`src/rtl/rsp_pkg.sv`:
```
package rsp_pkg;
  localparam int unsigned N_GROUPS = 4;
  localparam int unsigned CODE_W   = 4;
  localparam int unsigned TIME_W   = 8;

  typedef logic [CODE_W-1:0] grp_code_t;

  // lowest set bit wins; code = index + 1, 0 = none
  function automatic grp_code_t first_code(input logic [N_GROUPS-1:0] v);
    grp_code_t c;
    c = '0;
    for (int i = N_GROUPS - 1; i >= 0; i--) begin
      if (v[i]) c = grp_code_t'(i + 1);
    end
    return c;
  endfunction
endpackage

```
`src/rtl/rsp_countdown.sv`:
```
module rsp_countdown #(
  parameter int unsigned TIME_W   = 8,
  parameter int unsigned INIT_DEF = 60
) (
  input  logic              clk_i,
  input  logic              rst_ni,
  input  logic              clr_i,
  input  logic [TIME_W-1:0] init_i,
  input  logic              en_i,
  input  logic              tick_i,
  output logic [TIME_W-1:0] cnt_o,
  output logic              timeout_o
);
  localparam logic [TIME_W-1:0] ONE = TIME_W'(1);

  logic [TIME_W-1:0] cnt_q;
  logic              step;

  assign step      = en_i & tick_i & ~clr_i;
  assign timeout_o = step & (cnt_q == ONE);
  assign cnt_o     = cnt_q;

  always_ff @(posedge clk_i or negedge rst_ni) begin
    if (!rst_ni)                    cnt_q <= TIME_W'(INIT_DEF);
    else if (clr_i)                 cnt_q <= init_i;
    else if (step && cnt_q != '0)   cnt_q <= cnt_q - ONE;
  end

  AST_LOAD: assert property (@(posedge clk_i) disable iff (!rst_ni)
    clr_i |=> cnt_q == $past(init_i));
  AST_DEC_ONE: assert property (@(posedge clk_i) disable iff (!rst_ni)
    (!clr_i && en_i && tick_i && cnt_q != '0) |=> cnt_q == $past(cnt_q) - ONE);
  AST_HOLD_IDLE: assert property (@(posedge clk_i) disable iff (!rst_ni)
    (!clr_i && !(en_i && tick_i)) |=> $stable(cnt_q));
  AST_ZERO_STAYS: assert property (@(posedge clk_i) disable iff (!rst_ni)
    (!clr_i && cnt_q == '0) |=> cnt_q == '0);
endmodule

```
`src/rtl/rsp_early_detect.sv`:
```
module rsp_early_detect
  import rsp_pkg::*;
(
  input  logic [N_GROUPS-1:0] press_i,
  input  logic                allow_i,
  input  logic                clr_i,
  output logic                hit_o,
  output grp_code_t           code_o
);
  logic [N_GROUPS-1:0] early;

  for (genvar g = 0; g < N_GROUPS; g++) begin : g_gate
    assign early[g] = press_i[g] & ~allow_i & ~clr_i;
  end

  assign hit_o  = |early;
  assign code_o = first_code(early);
endmodule

```
`src/rtl/rsp_foul_latch.sv`:
```
module rsp_foul_latch
  import rsp_pkg::*;
(
  input  logic      clk_i,
  input  logic      rst_ni,
  input  logic      clr_i,
  input  logic      early_i,
  input  grp_code_t early_code_i,
  input  logic      timeout_i,
  input  grp_code_t winner_i,
  output logic      alarm_o,
  output grp_code_t foul_o
);
  logic      alarm_q;
  grp_code_t foul_q;
  logic      free;

  assign free    = (foul_q == '0);
  assign alarm_o = alarm_q;
  assign foul_o  = foul_q;

  always_ff @(posedge clk_i or negedge rst_ni) begin
    if (!rst_ni) begin
      alarm_q <= 1'b0;
      foul_q  <= '0;
    end else if (clr_i) begin
      alarm_q <= 1'b0;
      foul_q  <= '0;
    end else begin
      if (early_i || timeout_i) alarm_q <= 1'b1;
      if (free) begin
        if (early_i)        foul_q <= early_code_i;   // early press has priority
        else if (timeout_i) foul_q <= winner_i;
      end
    end
  end

  AST_CLR_QUIET: assert property (@(posedge clk_i) disable iff (!rst_ni)
    clr_i |=> (!alarm_q && foul_q == '0));
  AST_FOUL_STICKY: assert property (@(posedge clk_i) disable iff (!rst_ni)
    (!clr_i && foul_q != '0) |=> $stable(foul_q));
  AST_ALARM_STICKY: assert property (@(posedge clk_i) disable iff (!rst_ni)
    (!clr_i && alarm_q) |=> alarm_q);
  AST_TIMEOUT_ALARM: assert property (@(posedge clk_i) disable iff (!rst_ni)
    timeout_i |=> alarm_q);
endmodule

```
`src/rtl/rsp_answer_timer.sv`:
```
module rsp_answer_timer
  import rsp_pkg::*;
#(
  parameter int unsigned INIT_DEF = 60
) (
  input  logic                clk_i,
  input  logic                rst_ni,
  input  logic                host_clr_i,
  input  logic [TIME_W-1:0]   init_time_i,
  input  logic                time_en_i,
  input  logic                allow_i,
  input  logic [N_GROUPS-1:0] press_i,
  input  logic [CODE_W-1:0]   winner_i,
  input  logic                tick_i,
  output logic [TIME_W-1:0]   time_o,
  output logic                alarm_o,
  output logic [CODE_W-1:0]   foul_o
);
  logic      timeout;
  logic      early_hit;
  grp_code_t early_code;

  rsp_countdown #(.TIME_W(TIME_W), .INIT_DEF(INIT_DEF)) u_cnt (
    .clk_i     (clk_i),
    .rst_ni    (rst_ni),
    .clr_i     (host_clr_i),
    .init_i    (init_time_i),
    .en_i      (time_en_i),
    .tick_i    (tick_i),
    .cnt_o     (time_o),
    .timeout_o (timeout)
  );

  rsp_early_detect u_early (
    .press_i (press_i),
    .allow_i (allow_i),
    .clr_i   (host_clr_i),
    .hit_o   (early_hit),
    .code_o  (early_code)
  );

  rsp_foul_latch u_foul (
    .clk_i        (clk_i),
    .rst_ni       (rst_ni),
    .clr_i        (host_clr_i),
    .early_i      (early_hit),
    .early_code_i (early_code),
    .timeout_i    (timeout),
    .winner_i     (winner_i),
    .alarm_o      (alarm_o),
    .foul_o       (foul_o)
  );

  AST_ALLOWED_PRESS_QUIET: assert property (@(posedge clk_i) disable iff (!rst_ni)
    (!host_clr_i && allow_i && !timeout && !alarm_o) |=> !alarm_o);
endmodule

```
`config.mk`:
```
export PLATFORM = sky130hd
export DESIGN_NAME = rsp_answer_timer
export DESIGN_NICKNAME = d
export VERILOG_FILES = /design/src/rtl/rsp_pkg.sv /design/src/rtl/rsp_countdown.sv /design/src/rtl/rsp_early_detect.sv /design/src/rtl/rsp_foul_latch.sv /design/src/rtl/rsp_answer_timer.sv
export SDC_FILE = /design/constraint.sdc
export NUM_CORES = 1
export LEC_CHECK = 0
export BUFFER_PORTS_ARGS = -buffer_cell sky130_fd_sc_hd__buf_2
export CAP_MARGIN = 10
export CELL_PAD_IN_SITES_DETAIL_PLACEMENT = 0
export CELL_PAD_IN_SITES_GLOBAL_PLACEMENT = 1
export CORE_MARGIN = 2
export CORE_UTILIZATION = 36
export DETAILED_ROUTE_END_ITERATION = 8
export PLACE_DENSITY_LB_ADDON = 0.1
export SLEW_MARGIN = 20
export SYNTH_ARGS = -nofsm -noshare
export SYNTH_HDL_FRONTEND = slang
export SYNTH_SLANG_ARGS = --single-unit
```
`constraint.sdc`:
```
create_clock -name clk_i -period 4 [get_ports clk_i]
set_input_delay 0.4 -clock clk_i [delete_from_list [all_inputs] [get_ports clk_i]]
set_output_delay 0.4 -clock clk_i [all_outputs]
set_load 0.01 [all_outputs]
```
# --- Word-level counts from Yosys, hierarchy flattened ---
# Cells that the tools add are included.
op_classes:
  addsub: 1
  n_eq_ne: 1
  mux: 12
  bitwise: 13
  reduce_logical: 10
op_table:
  columns: ["cell", "count"]
  rows:
  - ["4-bit two-way mux", 4]
  - ["8-bit two-way mux", 2]
  - ["3-bit two-way mux", 4]
  - ["1-bit bitwise AND", 11]
  - ["8-bit by 1-bit == test with 1-bit output (second input constant)", 1]
  - ["8-bit nonzero test", 1]
  - ["8-bit by 1-bit subtractor with 8-bit output (second input constant)", 1]
  - ["2-bit nonzero test", 3]
  - ["4-bit logical NOT", 1]
  - ["4-bit OR reduction", 1]
  - ["3-bit nonzero test", 1]
  - ["1-bit two-way mux", 2]
  - ["1-bit inverter", 2]
  - ["2-bit AND reduction", 1]
  - ["1-bit logical AND", 1]
  - ["1-bit logical OR", 1]
word_totals:
  ff_bits: 13
  output_inout_bits: 13

# --- Longest topological paths before layout ---
logic_depth:
  ltp_word: 10
  mapped_depth: 6

# --- Hierarchy ---
# A second synthesis with hierarchy kept.
hier_totals:
  cells_unflattened: 90
  hier_area_um2: 850.8
by_module_without_submodules:
  columns: ["mod", "n_inst", "cells_per_inst", "area_each_um2"]
  rows:
  - ["rsp_countdown", 1, 57, 526.8]
  - ["rsp_foul_latch", 1, 23, 257.7]
  - ["rsp_early_detect", 1, 10, 66.3]

# --- Worst setup path after synthesis ---
# Ideal clock, no wire load.
synth_timing:
  path_kind: "register to register"
  start: "register u_cnt.cnt_q[5], in the netlist u_cnt.cnt_o[5]"
  end: "register u_cnt.cnt_q[7], in the netlist u_cnt.cnt_o[7]"
  setup_ps: 125
  t_arrival_ps: 1801
  required_ps: 3875
  setup_slack_ps: 2074
  path_stages_with_launch: 5
  synth_period_minus_slack_ps: 1926
  cell_sequence: "dfstp_2 -> or4_4 -> nor4_1 -> mux2_2 -> mux2_2"
synth_via:
  elab_chain_len: 3
  word_cells_on_any_way: 6
  classes_between: "1 x add/sub; 2 x mux; 3 x reduce/logical"
synth_rtl:
  columns: ["item", "line", "rtl"]
  rows:
  - ["start, declared", "rsp_countdown.sv:16", "logic [TIME_W-1:0] cnt_q;"]
  - ["start signal, assigned", "rsp_countdown.sv:24", "if (!rst_ni) cnt_q <= TIME_W'(INIT_DEF);"]
  - ["start signal, assigned", "rsp_countdown.sv:25", "else if (clr_i) cnt_q <= init_i;"]
  - ["start signal, assigned", "rsp_countdown.sv:26", "else if (step && cnt_q != '0) cnt_q <= cnt_q - ONE;"]
  - ["8-bit by 1-bit subtractor with 8-bit output / 8-bit nonzero test (equally long branches)", "rsp_countdown.sv:26", null]
  - ["8-bit two-way mux / 1-bit logical AND (equally long branches)", "rsp_countdown.sv:26", null]
  - ["8-bit two-way mux / 2-bit nonzero test (equally long branches)", null, null]
# Several ways; a longest one is shown, not always the timed one. The select of a mux whose other input is x is not followed.
# A chain may end at the register's enable or synchronous reset.

# --- Worst setup path after layout ---
# Ends and elaborated chain as after synthesis.

==> flow_summary_export.csv <==
group,metric,value,unit
critical_path,crit_path_start,"u_cnt.cnt_o[5]",
timing,max_slew_margin,60.77,%
critical_path,setup.worst_path.start_class,"flip-flop",
synth,post-synth-top-area-cell,"sky130_fd_sc_hd__dfrtp_1",
timing,fmaxAchievable,506.2,MHz
timing,timing.final.crit_share,49.39,%
die,initial_core_util,38.35,%
min_path,min_path_type,"in -> async",
synth,post_synth_arst_share,100.0,%
cts,post_cts_resize_count,0,
cts,number_of_clock_buffers_inserted_by_tritoncts,3,
synth,number_of_enable_flip_flop_cells_after_synthesis,0,
placed_design,placement.setup.worst_slack,2032,ps
pwr,intPower,0.2267,mW
die,rows,17,
synth,synth_largest_type_area_fraction,26.55,%
critical_path,critical_path_arrival,2150,ps
drt,drtIter0Drc,15,
drt,post_drt_wl_per_cell,12.71,um
synth,synth.yosys.warnings,0,
cts,cts.hold.buffers_added,0,
synth,post_synth.cell_area_avg,8.746,um^2
timing,final-max-slew-violation-count,0,
pwr,power_leakage,0.5015,nW
drt,first_pass_iters,4,
layout,syn2layout_area_growth,25.81,%
global_routing,grt_pass1_vias,796,
cts,worst_skew_pair.late_latency,280,ps
pwr,clk_network_pwr_share,25.3,%
die,die_y,52.55,um
run,drv.max_cap_violation_count,0,
critical_path,crit_path_max_cell_delay,550,ps
critical_path,timing.critical_path.fanout_max,5,
drt,drc,0,
synth,synth_nets,122,
critical_path,r2r_cells,4,
critical_path,critical_path.slowest_cell,"sky130_fd_sc_hd__or4_4",
outcome,run_status,"finished, violations left",
layout,ratio_of_cells_with_drive_above_1_in_the_final_layout,37.12,%
timing,hold-worst-slack,-1.551,ps
critical_path,critPathMostFrequentCell,"sky130_fd_sc_hd__mux2_2",
cts,root_buf_cell,"sky130_fd_sc_hd__clkbuf_4",
synth,synth-seq-area-share,38.94,%
pwr,ir_worst_vdd,190.1,uV
cts,cts.sinks,13,
timing,fin_worst_skew,2.157,ps
global_routing,grt_pass1_wl,3.553,mm
timing,rsz0062_at_grt,"false",
cts,cts_htree_levels,1,
critical_path,setup.worst_path.end,"u_cnt.cnt_o[7]",
global_routing,grt-ovfl-total,0,
timing,setup_viol_count_final,0,
pwr,cellPowerDensity,316.1,mW/mm^2
timing,final_critical_path_setup_slack,2024,ps
timing,hold_viol,3,
drt,detail_route.wirelength,2.033,mm
die,die_area,0.002761,mm^2
timing,layout_min_cycle_time,1976,ps
cts,tritoncts,"built",
synth,synth_cell_type_count,33,
pwr,share_comb_of_total_power,26.3,%
synth,postSynthCellCount,97,
placed_design,gp_congestion,0.7155,
layout,final_nets,158,
placed_design,placement.io_buffers,34,
drt,drt.antenna.violating_nets,0,
cts,path_clk_slew,90,ps
placed_design,dpl.hpwl,1.563,mm
cts,post-cts-setup-buffers,0,
pwr,pwr-share-seq,48.4,%
synth,ys_top_cells_by_count,"sky130_fd_sc_hd__nand2_1 (10), sky130_fd_sc_hd__nor2_1 (10), sky130_fd_sc_hd__dfrtp_1 (9)",
synth,mappedNetlistArea,848.3,um^2
die,die_x,52.55,um
timing,slew_of_the_pin_with_the_lowest_slew_margin,573.6,ps
synth,synth_top_cells_by_area,"sky130_fd_sc_hd__dfrtp_1 (27%), sky130_fd_sc_hd__dfstp_2 (12%), sky130_fd_sc_hd__ha_1 (4.4%), sky130_fd_sc_hd__nand2_1 (4.4%), sky130_fd_sc_hd__nor2_1 (4.4%)",
die,ios,35,
drt,route.vias.total,815,
synth,synth-main-ff-cell,"sky130_fd_sc_hd__dfrtp_1",
die,core,0.002212,mm^2
critical_path,worstPathRequired,4170,ps
timing,setup_tns,0,ps
global_routing,grt_start_max_net_pins,26,
layout,n_antenna_cell,0,
critical_path,worst_setup_path_end_kind,"flip-flop",
critical_path,setup.worst_path.class,"reg -> reg",
cts,ctsLongestPathBuffers,2,
pwr,sw_frac_of_total,32.81,%
global_routing,grt_use_total,17.77,%
critical_path,cp_cell_sequence,"or4_4, nor4_1, mux2_2, mux2_2",
critical_path,rr_startpoint,"u_cnt.cnt_o[5]",
outcome,failing_checks,"hold timing",
critical_path,reg2reg_slack,2020,ps
critical_path,crit-reg2reg-capture,"u_cnt.cnt_o[7]",
synth,register_bit_total_from_synthesis,13,
global_routing,grt_antenna_before_repair,0,
pwr,p_switching,0.1107,mW
drt,post_drt_via_cell_ratio,5.094,
## flip-flops by register name, summed over array words and instances (netlist names)
register / flops
u_foul.foul_o: 4
u_foul.alarm_o: 1
u_cnt.cnt_o: 8
## routing by layer
layer | vias to the layer above | part of all wire, % | GRT usage (%)
met4 | 0 | 0.69 | 8.974
li1 | 415 | - | -
met5 | - | 0 | 0
met2 | 19 | 48 | 27.50
met1 | 379 | 47 | 23.93
met3 | 2 | 3.9 | 2.571
## cells by family after synthesis
logic type	Yosys count	synth area share, %
muxes	2	2.655
xor gates and xnor gates	4	4.129
buffers and inverters	11	5.015
adders and majority gates	3	4.425
DFF	13	38.94
and+or+nand+nor	40	24.49
AOI/OAI and AO/OA	24	20.36
## worst min-delay path by stage
stage	from	endpoint	slack (ps)	depth (start not counted)
after floorplan	rst_ni	u_cnt.cnt_o[0]	100	0
after global placement	rst_ni	u_foul.foul_o[0]	310	1
after detailed placement	rst_ni	u_foul.foul_o[1]	320	1
after CTS	rst_ni	u_foul.foul_o[1]	4	1
after global routing	rst_ni	u_cnt.cnt_o[0]	3	1
final	rst_ni	u_foul.foul_o[1]	-2	1
## placed cells by master, fill, tap and decap left out, types with 2 or more instances in the layout
cell	instances
sky130_fd_sc_hd__dfstp_2	4
sky130_fd_sc_hd__ha_1	3
sky130_fd_sc_hd__o21ai_0	6
sky130_fd_sc_hd__nand2_1	10
sky130_fd_sc_hd__nor4_1	2
sky130_fd_sc_hd__nor3_1	3
sky130_fd_sc_hd__nor2_1	10
sky130_fd_sc_hd__o32ai_1	2
sky130_fd_sc_hd__nand3_1	3
sky130_fd_sc_hd__xnor2_1	4
sky130_fd_sc_hd__dfrtp_1	9
sky130_fd_sc_hd__inv_1	8
sky130_fd_sc_hd__o21a_1	2
sky130_fd_sc_hd__clkbuf_4	3
sky130_fd_sc_hd__nand2b_1	4
sky130_fd_sc_hd__mux2_2	2
sky130_fd_sc_hd__a21oi_1	7
sky130_fd_sc_hd__buf_2	34
## per-stage QoR
stage	total power, mW	area, um^2	cells	utilization [%]
5_1_grt	0.3611	1067	160	48.25
3_5_place_dp	0.2545	1041	156	47.06
3_3_place_gp	0.2539	1041	156	47.06
6_report	0.3374	1067	160	48.25
4_1_cts	0.3408	1067	160	48.25
2_1_floorplan	0.2172	848.3	97	-
## power groups by stage
stage	logic [mW]	registers, mW	clock network (mW)
after global placement	0.0894	0.165	0
after global routing	0.102	0.166	0.0934
after detailed placement	0.0891	0.165	0
after CTS	0.0895	0.163	0.0883
after floorplan	0.0486	0.169	0
final	0.0886	0.163	0.0855
## final cells by class
cell class	instances	area, um^2
clock buffers	4	26.28
fillers	231	1145
inverters	8	30.03
multi-input cells	73	475.5
flip-flops and latches	13	330.3
well taps	28	35.03
repair buffers	34	170.2
## worst max-delay path: cells and delay by family (launching register included)
kind	cells	cell delay [ps]
flip-flops	1	390
AND/OR/NAND/NOR	2	850
multiplexers	2	610
Power figures use the tool's default switching activity.
